**config.mk**
```make
export PLATFORM = sky130hd
export DESIGN_NAME = bitser_pe
export DESIGN_NICKNAME = d
export VERILOG_FILES = /design/src/rtl/bitser_pkg.sv /design/src/rtl/bitser_seq.sv /design/src/rtl/bitser_mul.sv /design/src/rtl/bitser_datapath.sv /design/src/rtl/bitser_pe.sv
export SDC_FILE = /design/constraint.sdc
export NUM_CORES = 1
export LEC_CHECK = 0
export BUFFER_PORTS_ARGS = -buffer_cell sky130_fd_sc_hd__buf_2
export CORE_AREA = 3 3 65 97
export DETAILED_ROUTE_END_ITERATION = 7
export DIE_AREA = 0 0 68 100
export GPL_ROUTABILITY_DRIVEN = 0
export PLACE_DENSITY = 0.77
export SETUP_SLACK_MARGIN = 0.1
export SLEW_MARGIN = 20
export SYNTH_ARGS = -nofsm -noshare
export SYNTH_HDL_FRONTEND = slang
export SYNTH_SLANG_ARGS = --single-unit
```
**constraint.sdc**
```tcl
create_clock -name clk -period 4.1 [get_ports clk]
set_clock_uncertainty 0.05 [all_clocks]
set_input_delay 0.205 -clock clk [delete_from_list [all_inputs] [get_ports clk]]
set_output_delay 0.205 -clock clk [all_outputs]
set_load 0.02 [all_outputs]
```
**src/rtl/bitser_pkg.sv**
```systemverilog
package bitser_pkg;

  // Per-cycle strobes from the sequencer to the datapath.
  typedef struct packed {
    logic wordStart;  // slot cycle 0
    logic msbCycle;   // last operand bit arrives, first add cycle
    logic inPhase;    // operand bits are on the serial inputs
    logic addPhase;   // adder produces a result bit
  } peStrobes_t;

endpackage

```
**src/rtl/bitser_seq.sv**
```systemverilog
module bitser_seq
  import bitser_pkg::*;
#(
  parameter int WORD_W    = 16,
  parameter int NUM_SLOTS = 3,
  parameter logic [NUM_SLOTS*$clog2(WORD_W)-1:0] SHIFT_SCHED = 12'hF06
) (
  input  logic                          clk,
  input  logic                          rstN,
  output peStrobes_t                    strb,
  output logic [$clog2(WORD_W)-1:0]     shiftAmt,
  output logic [$clog2(2*WORD_W)-1:0]   phase,
  output logic                          iterStart
);
  localparam int SLOT_LEN  = 2 * WORD_W;
  localparam int PH_W      = $clog2(SLOT_LEN);
  localparam int SH_W      = $clog2(WORD_W);
  localparam int SLOT_W    = (NUM_SLOTS > 1) ? $clog2(NUM_SLOTS) : 1;
  localparam logic [PH_W-1:0]   LAST_PH   = PH_W'(SLOT_LEN - 1);
  localparam logic [PH_W-1:0]   MSB_PH    = PH_W'(WORD_W - 1);
  localparam logic [SLOT_W-1:0] LAST_SLOT = SLOT_W'(NUM_SLOTS - 1);

  logic [PH_W-1:0]   phReg;
  logic [SLOT_W-1:0] slotReg;
  logic [SH_W-1:0]   shiftTab [NUM_SLOTS];

  // Unpack the per-slot shift schedule.
  for (genvar g = 0; g < NUM_SLOTS; g++) begin : g_sched
    assign shiftTab[g] = SHIFT_SCHED[g*SH_W +: SH_W];
  end

  always_ff @(posedge clk) begin
    if (!rstN) begin
      phReg   <= '0;
      slotReg <= '0;
    end else if (phReg == LAST_PH) begin
      phReg   <= '0;
      slotReg <= (slotReg == LAST_SLOT) ? '0 : slotReg + 1'b1;
    end else begin
      phReg <= phReg + 1'b1;
    end
  end

  always_comb begin
    strb.wordStart = (phReg == '0);
    strb.msbCycle  = (phReg == MSB_PH);
    strb.inPhase   = (phReg <= MSB_PH);
    strb.addPhase  = (phReg >= MSB_PH) && (phReg != LAST_PH);
  end

  assign shiftAmt  = shiftTab[slotReg];
  assign phase     = phReg;
  assign iterStart = (phReg == '0) && (slotReg == '0);

  // an iteration start is never followed directly by another
  p_iter_single_r2: assert property (@(posedge clk) disable iff (!rstN)
    iterStart |=> !iterStart);

  // the end of a slot is followed by the start of a new word
  p_slot_wrap_r3: assert property (@(posedge clk) disable iff (!rstN)
    (phReg == LAST_PH) |=> strb.wordStart);

endmodule

```
**src/rtl/bitser_mul.sv**
```systemverilog
module bitser_mul #(
  parameter int WORD_W = 16
) (
  input  logic              clk,
  input  logic              rstN,
  input  logic              clearAcc,
  input  logic              mulIn,
  input  logic [WORD_W-1:0] coef,
  output logic              prodBit
);
  localparam int ACC_W = WORD_W + 2;

  logic signed [ACC_W-1:0] accReg;
  logic signed [ACC_W-1:0] accUse;
  logic signed [ACC_W-1:0] coefExt;
  logic signed [ACC_W-1:0] sum;

  // Serial-parallel step: add the coefficient for a 1 bit, emit the LSB, halve.
  assign coefExt = {{2{coef[WORD_W-1]}}, coef};
  assign accUse  = clearAcc ? '0 : accReg;
  assign sum     = accUse + (mulIn ? coefExt : '0);
  assign prodBit = sum[0];

  always_ff @(posedge clk) begin
    if (!rstN) accReg <= '0;
    else       accReg <= sum >>> 1;
  end

endmodule

```
**src/rtl/bitser_datapath.sv**
```systemverilog
module bitser_datapath
  import bitser_pkg::*;
#(
  parameter int WORD_W = 16
) (
  input  logic                          clk,
  input  logic                          rstN,
  input  peStrobes_t                    strb,
  input  logic [$clog2(WORD_W)-1:0]     shiftAmt,
  input  logic [$clog2(2*WORD_W)-1:0]   phase,
  input  logic                          serInA,
  input  logic                          serInB,
  input  logic [WORD_W-1:0]             coefWord,
  output logic                          serOut,
  output logic                          outValid
);
  localparam int SH_W = $clog2(WORD_W);
  localparam int PH_W = $clog2(2*WORD_W);
  localparam logic [PH_W:0]   TAIL_LIM = (PH_W+1)'(2*WORD_W - 2);
  localparam logic [SH_W-1:0] MAX_TAP  = SH_W'(WORD_W - 1);

  logic [WORD_W-1:0] coefReg;
  logic [WORD_W-1:0] coefUse;
  logic              aSign;
  logic              bSign;
  logic [WORD_W-1:0] bHist;
  logic              mulIn;
  logic              prodBit;
  logic [PH_W:0]     reach;
  logic              inTail;
  logic [SH_W-1:0]   tapDelay;
  logic              shBit;
  logic              carryReg;
  logic              carryUse;
  logic              sumBit;
  logic              carryNext;
  logic              serOutReg;
  logic              outValidReg;

  // Coefficient register: parallel word latched at slot start.
  assign coefUse = strb.wordStart ? coefWord : coefReg;

  always_ff @(posedge clk) begin
    if (!rstN) begin
      coefReg <= '0;
      aSign   <= 1'b0;
      bSign   <= 1'b0;
      bHist   <= '0;
    end else begin
      if (strb.wordStart) coefReg <= coefWord;
      if (strb.msbCycle) begin
        aSign <= serInA;
        bSign <= serInB;
      end
      bHist <= {bHist[WORD_W-2:0], serInB};
    end
  end

  // Multiplier input: live bits, then sign extension for the upper half.
  assign mulIn = strb.inPhase ? serInA : aSign;

  bitser_mul #(.WORD_W(WORD_W)) u_mul (
    .clk      (clk),
    .rstN     (rstN),
    .clearAcc (strb.wordStart),
    .mulIn    (mulIn),
    .coef     (coefUse),
    .prodBit  (prodBit)
  );

  // Shifter: result bit j needs operand bit j+s, which arrived WORD_W-1-s cycles ago.
  assign reach    = {1'b0, phase} + {{(PH_W+1-SH_W){1'b0}}, shiftAmt};
  assign inTail   = reach > TAIL_LIM;
  assign tapDelay = MAX_TAP - shiftAmt;

  always_comb begin
    if (inTail)               shBit = bSign;
    else if (tapDelay == '0)  shBit = serInB;
    else                      shBit = bHist[tapDelay - 1'b1];
  end

  // Serial adder, carry cleared on the first result bit.
  assign carryUse  = strb.msbCycle ? 1'b0 : carryReg;
  assign sumBit    = prodBit ^ shBit ^ carryUse;
  assign carryNext = (prodBit & shBit) | (prodBit & carryUse) | (shBit & carryUse);

  always_ff @(posedge clk) begin
    if (!rstN) begin
      carryReg    <= 1'b0;
      serOutReg   <= 1'b0;
      outValidReg <= 1'b0;
    end else begin
      if (strb.addPhase) carryReg <= carryNext;
      serOutReg   <= strb.addPhase & sumBit;
      outValidReg <= strb.addPhase;
    end
  end

  assign serOut   = serOutReg;
  assign outValid = outValidReg;

  // the output line is quiet outside the result window
  p_out_quiet_r7: assert property (@(posedge clk) disable iff (!rstN)
    !outValid |-> !serOut);

  // the result window opens one cycle after the operand MSB cycle
  p_valid_rise_r7: assert property (@(posedge clk) disable iff (!rstN)
    $rose(outValid) |-> $past(strb.msbCycle));

  // the captured sign of operand A holds through the extension half
  p_sign_hold_r3: assert property (@(posedge clk) disable iff (!rstN)
    !strb.inPhase |=> $stable(aSign));

  // the coefficient register changes only at a slot start
  p_coef_hold_r4: assert property (@(posedge clk) disable iff (!rstN)
    !strb.wordStart |=> $stable(coefReg));

endmodule

```
**src/rtl/bitser_pe.sv**
```systemverilog
module bitser_pe
  import bitser_pkg::*;
#(
  parameter int WORD_W    = 16,
  parameter int NUM_SLOTS = 3,
  parameter logic [NUM_SLOTS*$clog2(WORD_W)-1:0] SHIFT_SCHED = 12'hF06
) (
  input  logic              clk,
  input  logic              rstN,
  input  logic              serInA,
  input  logic              serInB,
  input  logic [WORD_W-1:0] coefWord,
  output logic              serOut,
  output logic              outValid,
  output logic              iterStart
);
  localparam int SH_W = $clog2(WORD_W);
  localparam int PH_W = $clog2(2*WORD_W);

  peStrobes_t      strb;
  logic [SH_W-1:0] shiftAmt;
  logic [PH_W-1:0] phase;

  bitser_seq #(
    .WORD_W      (WORD_W),
    .NUM_SLOTS   (NUM_SLOTS),
    .SHIFT_SCHED (SHIFT_SCHED)
  ) u_seq (
    .clk       (clk),
    .rstN      (rstN),
    .strb      (strb),
    .shiftAmt  (shiftAmt),
    .phase     (phase),
    .iterStart (iterStart)
  );

  bitser_datapath #(.WORD_W(WORD_W)) u_dp (
    .clk      (clk),
    .rstN     (rstN),
    .strb     (strb),
    .shiftAmt (shiftAmt),
    .phase    (phase),
    .serInA   (serInA),
    .serInB   (serInB),
    .coefWord (coefWord),
    .serOut   (serOut),
    .outValid (outValid)
  );

endmodule

```
==> results.txt <==
After floorplanning, the core was divided into 33 placement rows. Entering global routing, the biggest net connects 35 pins. Counting every sink on the clock net gives 60. After synthesis, flip-flops and latches occupy 37.0% of the total area. Global routing finished with a remaining overflow of 0. Headroom to the max-slew limit came out at 64.1%. The total count of hold-check failures in the final report is 0. In this run the worst path has a maximum fanout of 8.

The routed design has 6260 um of wire. The number of iterations in the first detailed-routing pass is 4. Setup repair after global routing left no endpoint under its margin.

Unique cell type count in the Yosys netlist: 48. Synthesis produced a netlist with a net count of 416. Synthesis-to-finish area growth: 12.5%. The synthesized netlist devotes 13.5% of its cell area to compound gates.

The repair_antennas step left the layout with diodes totalling 0. The Yosys step of the flow raised 0 warnings. The tools report the H-tree depth reported by CTS as 3.

The worst IR drop on VDD was 0.263 mV; the clock-pin slew on the worst setup and hold paths was 0.08 ns. The classification of the worst-slack hold path is input pin to flip-flop. Number of standard cells after synthesis: 368.

Along the worst hold path, the cell count comes to 3. The type of element launching the critical path is a flip-flop. For this run, the share of the core covered by cells in the final layout is 66.0%. The power per cell area came out at 393 nW/um2. The clock period could shrink to 3.72 ns. I/O pin count: 23. After synthesis, the largest area contributor takes up 37.0% of total cell area. The initial utilization of the core area, before any placement, comes to 58.7%. Buffers inserted during clock tree synthesis total 9. In this run the cell area of the synthesized design comes to 3250 um2. The worst setup path is captured at a flip-flop. The global-route total usage across every layer was 20.6%.

The detailed router used layers up to and including met4. For the via count of the first global-routing pass, the log shows 2535. Counting flops and latches in the post-synthesis netlist gives 60. The cell depth of the worst flop-to-flop path is 13, and the share of synthesized cell area in and, or, nand and nor gates is 24.8%. Once detail routing completed, the nets flagged for antenna violations numbered 0. Summing the areas of all fa, ha and maj instances in the mapped netlist gives 11.5% of the synthesized area. In this run the vertical extent of the chip is 100 um.

The run gives 1.64 nW as the leakage component of the power. The dominant synthesized flop cell is sky130_fd_sc_hd__dfxtp_1. The final route contains 2641 vias. Wire segments on met3 add up to 233 um in the final route. The first routing iteration left 139 violations. For the final routed database, the setup TNS stands at 0 ns. Counting along the longest clock path gives a buffer depth of 2.

Chip width: 68 um. The synthesized design contains 0 enable-type register cells. The main combinational cell family by area after synthesis is simple AND/OR/NAND/NOR gates. The half-perimeter wire length of the detailed placement result is 4610 um. The data arrival time of the critical path is 3.91 ns. In the detailed route, the total length drawn on met2 is 3170 um. The clock latency on the worst-skew pair is 0.34 ns.

The biggest area consumer among synthesized cells is sky130_fd_sc_hd__dfxtp_1. The die covers 6800 um2. The run finished with clean final reports.

The buffer type at the clock tree root is sky130_fd_sc_hd__clkbuf_8. The run gives 0 as the max-slew violation count. The worst endpoint required time is 4.29 ns, and the met1 wire length is 2770 um. TritonCTS built the clock tree.

The fraction of final layout cells with drive strength greater than 1 works out to 13.5%. The share of flip-flops with an asynchronous set or reset after synthesis is 0%, and the synthesized area divided by synthesized cell count is 8.82 um2. The parity-gate share of the synthesized area counting xor and xnor cells is 1.89%, and the number of remaining DRC errors is 0.

The tools report the setup violation total in the final timing report as 0. The number of nets in the layout is 442. The first-pass GRT wire length was 10800 um.

Yosys attributes the largest share of cell area to sky130_fd_sc_hd__dfxtp_1, sky130_fd_sc_hd__ha_1, sky130_fd_sc_hd__mux2i_1. Measured against the total synthesized area, the mux share comes to 8.36%. In the final routed layout, each cell accounts on average for 13.3 um.

Max-cap violations in this run came to 0. The achievable frequency was 0.269 GHz; the slew at the pin closest to its max-slew limit was 0.536 ns. The worst setup path is of the flip-flop to flip-flop kind. The count of buffers added on input and output ports is 22. The region available for standard cell placement spans 5530 um2. Using the TritonRoute via totals, the vias-per-cell ratio works out to 5.63. Dividing the final minimum period by the clock period gives 90.8%. The initial antenna violation count was 0.
==> cell families (layout without fill, tap and decap cells) <==
family	after synthesis	in the layout
simple gates	157	157
mux	27	27
compound gates	64	64
fa+ha+maj	28	28
flops	60	60
buf+inv	25	56
xor+xnor	7	7
==> layout make-up <==
cell class	count	area (um2)
timing repair buffer	27	148
clock inverter	7	82.6
inverter	13	48.8
tap	70	87.6
fill	473	1880
multi-input combinational	283	1960
sequential	60	1200
clock buffer	9	124
==> Yosys cell counts, types with 2 or more instances <==
cell                       instances
sky130_fd_sc_hd__a21boi_0          2
sky130_fd_sc_hd__nand2_1          15
sky130_fd_sc_hd__nand2b_1          7
sky130_fd_sc_hd__nand4_1           4
sky130_fd_sc_hd__o211ai_1         11
sky130_fd_sc_hd__inv_1            12
sky130_fd_sc_hd__nor3b_1           3
sky130_fd_sc_hd__fa_1              3
sky130_fd_sc_hd__clkbuf_1          9
sky130_fd_sc_hd__xor2_1            6
sky130_fd_sc_hd__nor3_1            7
sky130_fd_sc_hd__dfxtp_1          60
sky130_fd_sc_hd__ha_1             25
sky130_fd_sc_hd__mux2i_1          26
sky130_fd_sc_hd__o21ai_0           8
sky130_fd_sc_hd__and2_1           18
sky130_fd_sc_hd__nor2_1           60
sky130_fd_sc_hd__o21a_1            3
sky130_fd_sc_hd__nand3_1          14
sky130_fd_sc_hd__a21oi_1          19
sky130_fd_sc_hd__a21o_1            6
sky130_fd_sc_hd__and3_1            4
sky130_fd_sc_hd__buf_2             3
sky130_fd_sc_hd__a211o_1           2
sky130_fd_sc_hd__nor2b_1          18
==> placed cells by master, fill, tap and decap left out, drive strengths merged, types with 5 or more instances in the layout <==
master  count
nor2       60
dfxtp      60
buf        27
mux2i      26
ha         25
a21oi      20
and2       19
nor2b      18
inv        16
nand2      15
nand3      14
o211ai     12
clkbuf      9
o21ai       9
nand2b      7
nor3        7
xor2        6
a21o        6
and3        5
==> flip-flops by register name (all words and copies together), names as in the netlist, 2 cells and up <==
name	cells
u_dp.bHist	15
u_dp.coefReg	16
u_dp.u_mul.accReg	17
u_seq.phase	5
u_seq.slotReg	2
==> through the flow <==
stage	instances	hold slack, ns	area (um2)	setup WS, ns	power (mW)
final	469	0.0663	3650	0.379	1.43
after global routing	469	0.0952	3650	0.130	1.51
after CTS	469	0.0658	3640	0.355	1.45
after detailed placement	453	0.371	3430	0.379	0.892
after global placement	453	0.365	3430	0.496	0.885
after floorplan	368	0.277	3250	0.502	0.833
==> worst max-delay path, stage by stage (launching register included) <==
cell and delay [ns]:
sky130_fd_sc_hd__dfxtp_1 0.39, sky130_fd_sc_hd__ha_1 0.25, sky130_fd_sc_hd__and3_1 0.23, sky130_fd_sc_hd__ha_1 0.25, sky130_fd_sc_hd__a21oi_1 0.22, sky130_fd_sc_hd__mux2i_2 0.33
sky130_fd_sc_hd__buf_4 0.20, sky130_fd_sc_hd__nor2_1 0.05, sky130_fd_sc_hd__ha_1 0.42, sky130_fd_sc_hd__nand3_1 0.20, sky130_fd_sc_hd__o211ai_1 0.29, sky130_fd_sc_hd__nand2_1 0.09
sky130_fd_sc_hd__a311o_1 0.36, sky130_fd_sc_hd__a211o_1 0.29
==> path summary, 6_finish.rpt <==
| kind | end | slack, ns | start |
|---|---|---|---|
| max | u_dp.u_mul.accReg[15] | 0.38 | u_seq.phase[1] |
| min | u_dp.coefReg[11] | 0.07 | coefWord[11] |
| max reg2reg | u_dp.u_mul.accReg[15] | 0.38 | u_seq.phase[1] |
| min reg2reg | u_dp.bHist[4] | 0.39 | u_dp.bHist[3] |
==> where the power goes <==
part	internal (mW)	total (mW)	switching (mW)
registers	0.620	0.632	0.0123
logic	0.104	0.247	0.144
clock network	0.291	0.555	0.264
==> routing by layer <==
| layer | up-vias | global-route usage (%) |
|---|---|---|
| li1 | 1340 | - |
| met1 | 1244 | 25.1 |
| met2 | 48 | 34.2 |
| met3 | 9 | 5.38 |
| met4 | 0 | 7.35 |
| met5 | - | 0 |
==> repair_timing <==
action | CTS | global route
buffers inserted | 0 | 0
endpoints found under the setup margin | 0 | 1
resized for setup | 0 | 3
hold endpoints to repair | 0 | 0
hold buffers | 0 | 0
(Power assumes the default switching activity.)
